File: src/rtl/dacSpiPkg.sv
package dacSpiPkg;
  localparam int FRAME_W = 24;
  localparam int WORD_W  = 16;
  localparam int CTRL_W  = 13;
  localparam int ADDR_W  = 5;

  localparam logic [2:0] SUB_SLEW = 3'd0;
  localparam logic [2:0] SUB_MAIN = 3'd1;
  localparam logic [2:0] SUB_DAC  = 3'd2;
  localparam logic [2:0] SUB_DCDC = 3'd3;

  typedef struct packed {
    logic              commit;
    logic              isRead;
    logic [ADDR_W-1:0] addr;
    logic [WORD_W-1:0] data;
  } frameStrobe_t;
endpackage

File: src/rtl/dacSpiCtrl.sv
module dacSpiCtrl
  import dacSpiPkg::*;
#(
  parameter int SYNC_STAGES = 2
) (
  input  logic              clk,
  input  logic              rstN,
  input  logic              sclkIn,
  input  logic              csNIn,
  input  logic              mosiIn,
  input  logic [WORD_W-1:0] readWord,
  output logic              misoOut,
  output frameStrobe_t      strobe
);
  localparam int CNT_MAX = FRAME_W + 1;
  localparam int CNT_W   = $clog2(CNT_MAX + 1);

  logic [SYNC_STAGES:0]   sclkSy, csSy;
  logic [SYNC_STAGES-1:0] mosiSy;
  logic [CNT_W-1:0]       bitCnt;
  logic [FRAME_W-1:0]     rxShift, txShift;

  logic sclkRise, sclkFall, csFall, csRise, csLow;
  assign sclkRise = sclkSy[SYNC_STAGES-1] & ~sclkSy[SYNC_STAGES];
  assign sclkFall = ~sclkSy[SYNC_STAGES-1] & sclkSy[SYNC_STAGES];
  assign csLow    = ~csSy[SYNC_STAGES-1];
  assign csFall   = ~csSy[SYNC_STAGES-1] & csSy[SYNC_STAGES];
  assign csRise   = csSy[SYNC_STAGES-1] & ~csSy[SYNC_STAGES];
  assign misoOut  = txShift[FRAME_W-1];

  always_ff @(posedge clk or negedge rstN) begin
    if (!rstN) begin
      sclkSy  <= '0;
      csSy    <= '1;
      mosiSy  <= '0;
      bitCnt  <= '0;
      rxShift <= '0;
      txShift <= '0;
      strobe  <= '0;
    end else begin
      sclkSy <= {sclkSy[SYNC_STAGES-1:0], sclkIn};
      csSy   <= {csSy[SYNC_STAGES-1:0], csNIn};
      mosiSy <= {mosiSy[SYNC_STAGES-2:0], mosiIn};
      strobe.commit <= 1'b0;
      if (csFall) begin
        bitCnt  <= '0;
        txShift <= {{(FRAME_W-WORD_W){1'b0}}, readWord};
      end else if (csLow) begin
        if (sclkRise) begin
          rxShift <= {rxShift[FRAME_W-2:0], mosiSy[SYNC_STAGES-1]};
          if (bitCnt != CNT_W'(CNT_MAX)) bitCnt <= bitCnt + 1'b1;
        end
        if (sclkFall) txShift <= {txShift[FRAME_W-2:0], 1'b0};
      end
      if (csRise && bitCnt == CNT_W'(FRAME_W)) begin
        strobe.commit <= 1'b1;
        strobe.isRead <= rxShift[FRAME_W-1];
        strobe.addr   <= rxShift[WORD_W+ADDR_W-1:WORD_W];
        strobe.data   <= rxShift[WORD_W-1:0];
      end
    end
  end

  AST_COMMIT_PULSE: assert property (@(posedge clk) disable iff (!rstN)
    strobe.commit |=> !strobe.commit);
  AST_CNT_BOUND: assert property (@(posedge clk) disable iff (!rstN)
    bitCnt <= CNT_W'(CNT_MAX));
  AST_TX_HEAD_ZERO: assert property (@(posedge clk) disable iff (!rstN)
    csFall |=> (txShift[FRAME_W-1:WORD_W] == '0));
endmodule

File: src/rtl/dacRegBank.sv
module dacRegBank
  import dacSpiPkg::*;
#(
  parameter int NCH = 4
) (
  input  logic                    clk,
  input  logic                    rstN,
  input  frameStrobe_t            strobe,
  input  logic [WORD_W-1:0]       statusIn,
  output logic [WORD_W-1:0]       readWord,
  output logic [NCH*WORD_W-1:0]   dataOut,
  output logic [NCH*WORD_W-1:0]   gainOut,
  output logic [NCH*WORD_W-1:0]   offsetOut,
  output logic [NCH*CTRL_W-1:0]   slewOut,
  output logic [NCH*CTRL_W-1:0]   dacCtrlOut,
  output logic [CTRL_W-1:0]       mainOut,
  output logic [CTRL_W-1:0]       dcdcOut
);
  localparam logic [WORD_W-1:0] GAIN_RST   = '1;
  localparam logic [WORD_W-1:0] OFFSET_RST = WORD_W'(1) << (WORD_W - 1);

  logic [NCH-1:0][WORD_W-1:0] dataR, gainR, offR;
  logic [NCH-1:0][CTRL_W-1:0] slewR, dacR;
  logic [CTRL_W-1:0]          mainR, dcdcR;
  logic [WORD_W-1:0]          readLatch, rdVal;
  logic [1:0]                 ch;
  logic                       chValid;
  logic [2:0]                 sel;

  assign ch      = strobe.addr[1:0];
  assign chValid = int'(ch) < NCH;
  assign sel     = strobe.data[WORD_W-1:CTRL_W];

  assign dataOut    = dataR;
  assign gainOut    = gainR;
  assign offsetOut  = offR;
  assign slewOut    = slewR;
  assign dacCtrlOut = dacR;
  assign mainOut    = mainR;
  assign dcdcOut    = dcdcR;
  assign readWord   = readLatch;

  always_comb begin
    rdVal = '0;
    case (strobe.addr[4:2])
      3'b000: if (chValid) rdVal = dataR[ch];
      3'b001: if (chValid) rdVal = {{(WORD_W-CTRL_W){1'b0}}, dacR[ch]};
      3'b010: if (chValid) rdVal = gainR[ch];
      3'b011: if (chValid) rdVal = offR[ch];
      3'b101: if (chValid) rdVal = {{(WORD_W-CTRL_W){1'b0}}, slewR[ch]};
      3'b110: begin
        case (ch)
          2'd0:    rdVal = statusIn;
          2'd1:    rdVal = {{(WORD_W-CTRL_W){1'b0}}, mainR};
          2'd2:    rdVal = {{(WORD_W-CTRL_W){1'b0}}, dcdcR};
          default: rdVal = '0;
        endcase
      end
      default: rdVal = '0;
    endcase
  end

  always_ff @(posedge clk or negedge rstN) begin
    if (!rstN) begin
      dataR     <= '0;
      for (int i = 0; i < NCH; i++) begin
        gainR[i] <= GAIN_RST;
        offR[i]  <= OFFSET_RST;
      end
      slewR     <= '0;
      dacR      <= '0;
      mainR     <= '0;
      dcdcR     <= '0;
      readLatch <= '0;
    end else if (strobe.commit) begin
      if (strobe.isRead) begin
        readLatch <= rdVal;
      end else begin
        readLatch <= '0;
        if (chValid) begin
          case (strobe.addr[4:2])
            3'b000: dataR[ch] <= strobe.data;
            3'b010: gainR[ch] <= strobe.data;
            3'b100: offR[ch]  <= strobe.data;
            3'b111: begin
              case (sel)
                SUB_SLEW: slewR[ch] <= strobe.data[CTRL_W-1:0];
                SUB_MAIN: mainR     <= strobe.data[CTRL_W-1:0];
                SUB_DAC:  dacR[ch]  <= strobe.data[CTRL_W-1:0];
                SUB_DCDC: dcdcR     <= strobe.data[CTRL_W-1:0];
                default: ;
              endcase
            end
            default: ;
          endcase
        end
      end
    end
  end

  logic [3*NCH*WORD_W+2*NCH*CTRL_W+2*CTRL_W-1:0] regImage;
  assign regImage = {dataR, gainR, offR, slewR, dacR, mainR, dcdcR};

  AST_INERT_SELECTOR: assert property (@(posedge clk) disable iff (!rstN)
    (strobe.commit && !strobe.isRead && strobe.addr[4:2] == 3'b111 && strobe.data[WORD_W-1])
      |=> $stable(regImage));
  AST_READ_NO_WRITE: assert property (@(posedge clk) disable iff (!rstN)
    (strobe.commit && strobe.isRead) |=> $stable(regImage));
  AST_HOLD_WITHOUT_COMMIT: assert property (@(posedge clk) disable iff (!rstN)
    !strobe.commit |=> $stable(regImage));
  AST_PENDING_HOLD: assert property (@(posedge clk) disable iff (!rstN)
    !strobe.commit |=> $stable(readLatch));
endmodule

File: src/rtl/dacSpiRegs.sv
module dacSpiRegs
  import dacSpiPkg::*;
#(
  parameter int NCH         = 4,
  parameter int SYNC_STAGES = 2
) (
  input  logic                  clk,
  input  logic                  rstN,
  input  logic                  sclk,
  input  logic                  csN,
  input  logic                  mosi,
  output logic                  miso,
  input  logic [WORD_W-1:0]     statusIn,
  output logic [NCH*WORD_W-1:0] chanData,
  output logic [NCH*WORD_W-1:0] chanGain,
  output logic [NCH*WORD_W-1:0] chanOffset,
  output logic [NCH*CTRL_W-1:0] chanSlew,
  output logic [NCH*CTRL_W-1:0] chanDacCtrl,
  output logic [CTRL_W-1:0]     mainCtrl,
  output logic [CTRL_W-1:0]     dcdcCtrl
);
  frameStrobe_t      strobe;
  logic [WORD_W-1:0] readWord;

  dacSpiCtrl #(.SYNC_STAGES(SYNC_STAGES)) i_ctrl (
    .clk(clk), .rstN(rstN), .sclkIn(sclk), .csNIn(csN), .mosiIn(mosi),
    .readWord(readWord), .misoOut(miso), .strobe(strobe)
  );

  dacRegBank #(.NCH(NCH)) i_bank (
    .clk(clk), .rstN(rstN), .strobe(strobe), .statusIn(statusIn),
    .readWord(readWord), .dataOut(chanData), .gainOut(chanGain),
    .offsetOut(chanOffset), .slewOut(chanSlew), .dacCtrlOut(chanDacCtrl),
    .mainOut(mainCtrl), .dcdcOut(dcdcCtrl)
  );
endmodule

File: config.mk
export PLATFORM = sky130hd
export DESIGN_NAME = dacSpiRegs
export DESIGN_NICKNAME = d
export VERILOG_FILES = /design/src/rtl/dacSpiPkg.sv /design/src/rtl/dacSpiCtrl.sv /design/src/rtl/dacRegBank.sv /design/src/rtl/dacSpiRegs.sv
export SDC_FILE = /design/constraint.sdc
export NUM_CORES = 1
export LEC_CHECK = 0
export ABC_AREA = 1
export BUFFER_PORTS_ARGS = -buffer_cell sky130_fd_sc_hd__clkbuf_2
export CAP_MARGIN = 10
export CORE_MARGIN = 2
export CORE_UTILIZATION = 30
export CTS_CLUSTER_DIAMETER = 150
export DETAILED_ROUTE_END_ITERATION = 12
export GPL_ROUTABILITY_DRIVEN = 1
export SYNTH_ARGS = -nofsm -noshare
export SYNTH_HDL_FRONTEND = slang
export SYNTH_SLANG_ARGS = --single-unit
File: constraint.sdc
create_clock -name clk -period 2.5 [get_ports clk]
set_clock_uncertainty 0.1 [all_clocks]
set_input_delay 0.25 -clock clk [delete_from_list [all_inputs] [get_ports clk]]
set_output_delay 0.25 -clock clk [all_outputs]
set_load 0.05 [all_outputs]
== Yosys cells after proc, flatten, opt, wreduce, memory -nomap -nowiden ==
Cells that the tools add are included.
Word-level totals
  bits in registers: 422
  input port bits: 21
  logic and storage cells: 109
Operators by class
  add/sub/neg operators: 1
  magnitude comparators: 2
  equality and inequality tests: 15
  multiplexer cells: 30
  bitwise gates (word level): 10
  reduce and logical (&&, ||, !) cells: 18
Operators with widths (number)
  $bwmux 64: 3
  $bwmux 52: 2
  $bmux 16 s2: 3
  $pmux 16 s6: 1
  $mux 16: 5
  $mux 24: 3
  $bmux 13 s2: 2
  $pmux 16 s3: 1
  $mux 13: 3
  $demux 16 s2: 1
  $demux 13 s2: 1
  $mux 23: 1
  $mux 5: 4
  $reduce_and 4->1: 4
  $reduce_and 3->1: 5
  $eq 3x2->1 const B: 4
  $eq 3x3->1 const B: 4
  $eq 3x1->1 const B: 2
  $logic_not 3->1: 2
  $not 1->1: 6
  $reduce_bool 2->1: 3
  $add 5x1->5 const B: 1
  $eq 5x5->1 const B: 1
  $ne 5x5->1 const B: 1
  9 further kinds: 13

== Depth between registers and ports, before layout ==
  word-level depth: 5
  mapped depth: 14

== By module ==
A second synthesis with hierarchy kept.
Unflattened totals
  cells, all modules: 2422
  area, all modules: 19049.5 um2
By module, submodules not included
  dacRegBank: times used 1, cells an instance 2061, area each 15620.0 um2, sequential area each 8543.2 um2
  dacSpiCtrl: times used 1, cells an instance 361, area each 3429.5 um2, sequential area each 2105.8 um2

== Worst setup path after synthesis ==
OpenSTA, ideal clock, no wires.
  path type: register to register
  start: register, netlist name i_ctrl.strobe[22]
  end: register i_bank.dacR (netlist bit i_bank.dacCtrlOut[10])
  setup time: 133 ps
  data arrival time: 1514 ps
  setup slack: 753 ps
  stages on the path, launching flop included: 9
  buffers on the path: 2
  period minus slack after synthesis: 1747 ps
  path through: dfrtp_1 -> inv_2 -> or2_1 -> buf_2 -> nor3_4 -> nand3_2 -> buf_2 -> nand2_1 -> o21ai_0
On the way
  word-level cells in the longest chain between the ends: 1
Ends and longest elaborated chain
  $reduce_and 4->1 (no source line)
  end signal: indexed assignment: line dacRegBank.sv:89  | SUB_DAC: dacR[ch] <= strobe.data[CTRL_W-1:0];
  end: declaration: line dacRegBank.sv:23  | logic [NCH-1:0][CTRL_W-1:0] slewR, dacR;
Every way passes these cells.
A chain may end at the register's enable or synchronous reset.

== Final worst setup path ==
  start: register, netlist name i_ctrl.strobe[22]
  end: register i_bank.mainR[4], in the netlist i_bank.mainOut[4]
On the way
  word-level cells in the longest chain between the ends: 1
Ends and longest elaborated chain
  $reduce_and 4->1 (no source line)
  end signal: assignment: line dacRegBank.sv:88  | SUB_MAIN: mainR <= strobe.data[CTRL_W-1:0];
  end: declaration: line dacRegBank.sv:24  | logic [CTRL_W-1:0] mainR, dcdcR;
Every way passes these cells.

==> impl_metrics.json <==
{
  "cp_data_required_time_ns": 2.85,
  "finalNetCount": 2732,
  "grt_pass1_wl_um": 110000,
  "timing.critical_path.max_delay_family": "simple AND/OR/NAND/NOR gates",
  "setup.worst_path.class": "reg2reg",
  "cts_buffers": 45,
  "die_area_mm2": 0.0653,
  "cp_data_arrival_time_ns": 2.60,
  "ys_types": 29,
  "min_path_type": "in2reg",
  "setup_total_negative_slack_ns": 0,
  "die_x_um": 256,
  "tritoncts_clock_tree": "built",
  "syn-instance-count": 2398,
  "multiInputGateArea_mm2": 0.00733,
  "route.vias.total": 17335,
  "relative_slew_slack_pct": 49.0,
  "stdcell_count": 3589,
  "outcome": "completed",
  "synth_fp_nets": 2422,
  "first_global_vias": 16180,
  "regToRegStartpoint": "i_ctrl.strobe[22]",
  "clk_latency_ns": 0.59,
  "fin_ws_ns": 0.257,
  "synth_async_sr_flop_share_pct": 100,
  "peak_supply_drop_uv": 412,
  "n_antenna_cell": 0,
  "grt_remaining_overflow": 0,
  "most_used_dff_post_synth": "sky130_fd_sc_hd__dfrtp_1",
  "dp_hpwl_um": 54400,
  "p_leak_nw": 11.5,
  "antenna_violating_nets_post_route": 0,
  "viasPerCell": 4.83,
  "final.period_utilization_pct": 89.7,
  "gp_routability_congestion": 0.913,
  "start_util_pct": 30.2,
  "cellPowerDensity_mw_per_mm2": 599,
  "layout_commonest_cell": "sky130_fd_sc_hd__nand2_1",
  "clock-sinks": 422,
  "area.sequential_mm2": 0.0107,
  "slowest_stage_delay_cp_ns": 0.44,
  "hp-start": "statusIn[13]",
  "final_period_minus_worst_setup_slack_ns": 2.24,
  "yosysWarnings": 0,
  "boundaryPins": 344,
  "ctsLongestPathBuffers": 3,
  "antenna_violations_before_repair": 2,
  "worstPathCellList": "inv_2 > or2_1 > nor3_4 > nand2_2 > nand2_1 > o21ai_0",
  "fmax_mhz": 446,
  "report.final.slew_viol_count": 0,
  "firstDrtPassIters": 5,
  "ys_seq_area_share_pct": 56.1,
  "route.final.wire_length_um": 75100,
  "final_layout_size_suffix_gt1_share_pct": 21.4,
  "critical_path.n_buffers_inverters": 1,
  "drc_errors": 0,
  "cp_max_fo": 26,
  "core_area_mm2": 0.0629,
  "synth-seq-cells": 422,
  "drt_iter0_markers": 1737,
  "number_of_fill_cells_in_the_layout": 6665,
  "worst_setup_hold_path_clk_slew_ns": 0.07,
  "worst-slew-pin-transition_ns": 0.761,
  "summed_instance_area_of_the_synthesized_netlist_mm2": 0.0190,
  "worstSetupStartpointType": "flip-flop",
  "preCtsSetupSlack_ns": 0.311,
  "die_h_um": 256,
  "area_delta_synth_final_pct": 23.4,
  "port_buffers": 343,
  "syn_avg_cell_area_um2": 7.91,
  "crit_start": "i_ctrl.strobe[22]",
  "clk_root_buffer_cell": "sky130_fd_sc_hd__clkbuf_16",
  "placed_cells": 3501,
  "p_total_mw": 14.0,
  "globalRouteTotalUtil_pct": 22.4,
  "end_kind": "flip-flop",
  "synth_enable_flop_cells": 0,
  "grt_max_degree": 82,
  "drv_cap": 0,
  "placementRows": 92,
  "route.detailed.wl_per_inst_um": 20.9,
  "cts.htree.levels": 2,
  "detailed_place.area_mm2": 0.0219,
  "crit_path_top_delay_cell": "sky130_fd_sc_hd__nor3_4",
  "hold_viol": 0,
  "setup_violations": 0,
  "grt_setup_unrepaired": "false",
  "finish.instance_area_mm2": 0.0234,
  "mostFrequentLayoutCells": "sky130_fd_sc_hd__nand2_1 (1157), sky130_fd_sc_hd__o21ai_0 (382), sky130_fd_sc_hd__dfrtp_1 (349)"
}
==> what timing repair did <==
action,4_1_cts,5_1_grt
endpoints found under the hold margin,297,0
gates resized for setup,0,0
hold buffers,6,0
buffers inserted,0,0
==> where the power goes <==
| group | leakage [nW] | total [mW] | internal, mW | switching [mW] |
|---|---|---|---|---|
| clock | 0.708 | 6.63 | 3.81 | 2.83 |
| combinational | 5.34 | 0.413 | 0.121 | 0.291 |
| sequential | 5.50 | 6.98 | 6.94 | 0.0452 |
==> path summary, 6_finish.rpt <==
kind,endpoint,slack (ns),cells after the start
setup / recovery,i_bank.mainOut[4],0.26,6
hold / removal,i_bank.readWord[13],0.03,5
setup reg to reg,i_bank.mainOut[4],0.26,6
hold reg to reg,i_ctrl.csSy[1],0.26,0
max in group asynchronous,i_bank.dataOut[52],1.30,3
min in group asynchronous,i_bank.dacCtrlOut[25],0.12,2
==> sequential cells by signal (all words and copies together) (netlist names) <==
register and flops:
i_ctrl.bitCnt 5, i_bank.offsetOut 64, i_ctrl.mosiSy 2, i_bank.slewOut 52, i_bank.dataOut 64, i_bank.mainOut 13
i_bank.gainOut 64, i_ctrl.rxShift 24, i_ctrl.strobe 23, i_ctrl.sclkSy 3, i_bank.dacCtrlOut 52, i_bank.readWord 16
i_ctrl.txShift 24, i_ctrl.csSy 3, i_bank.dcdcOut 13
==> worst reg2reg max path, cell delays in order (launching register included) <==
cell	delay, ns
sky130_fd_sc_hd__dfrtp_1	0.36
sky130_fd_sc_hd__inv_2	0.15
sky130_fd_sc_hd__or2_1	0.40
sky130_fd_sc_hd__nor3_4	0.44
sky130_fd_sc_hd__nand2_2	0.40
sky130_fd_sc_hd__nand2_1	0.17
sky130_fd_sc_hd__o21ai_0	0.09
==> kinds of logic (layout without fill, tap and decap cells) <==
logic type	after synthesis	in the layout	synth area share (%)
flops	422	422	56.1
buf+inv	255	600	5.35
compound gates	427	427	11.5
xor+xnor	1	1	0.0462
simple gates	1290	1290	26.8
fa+ha+maj	3	3	0.198
==> layer usage <==
layer  vias up  GRT usage, %  part of all wire, %
li1       8225             -                    -
met1      8289          30.7                   43
met2       684          33.7                   45
met3       137          5.04                  7.4
met4         0          10.3                  4.7
met5         -             0                    0
==> layout make-up <==
| class | count | area share (%) |
|---|---|---|
| Clock inverter | 14 | 0.556 |
| Clock buffer | 68 | 5.56 |
| Tap cell | 846 | 4.52 |
| Inverter | 91 | 1.47 |
| Multi-Input combinational cell | 1721 | 31.3 |
| Timing Repair Buffer | 427 | 11.1 |
| Sequential cell | 422 | 45.5 |
==> cells in the mapped netlist (all sizes together), types with 3 or more instances <==
master	instances	share of area, %
dfrtp	351	46
ha	3	0.20
buf	56	1.4
dfstp	71	9.8
o211ai	15	0.59
inv	90	1.8
nand2	1159	23
o21ai	393	10
nor2	29	0.57
o22ai	8	0.26
nor3	7	0.36
nand3	91	2.6
a21oi	10	0.26
clkbuf	108	2.2
==> metrics by stage <==
step,utilization [%],hold WS (ns)
after floorplan,-,-0.146
after global placement,34.9,0.131
after detailed placement,34.9,0.126
after CTS,37.3,0.0109
after global routing,37.3,0.0524
final,37.3,0.0299
No activity file was read; power rests on OpenSTA's default activity.
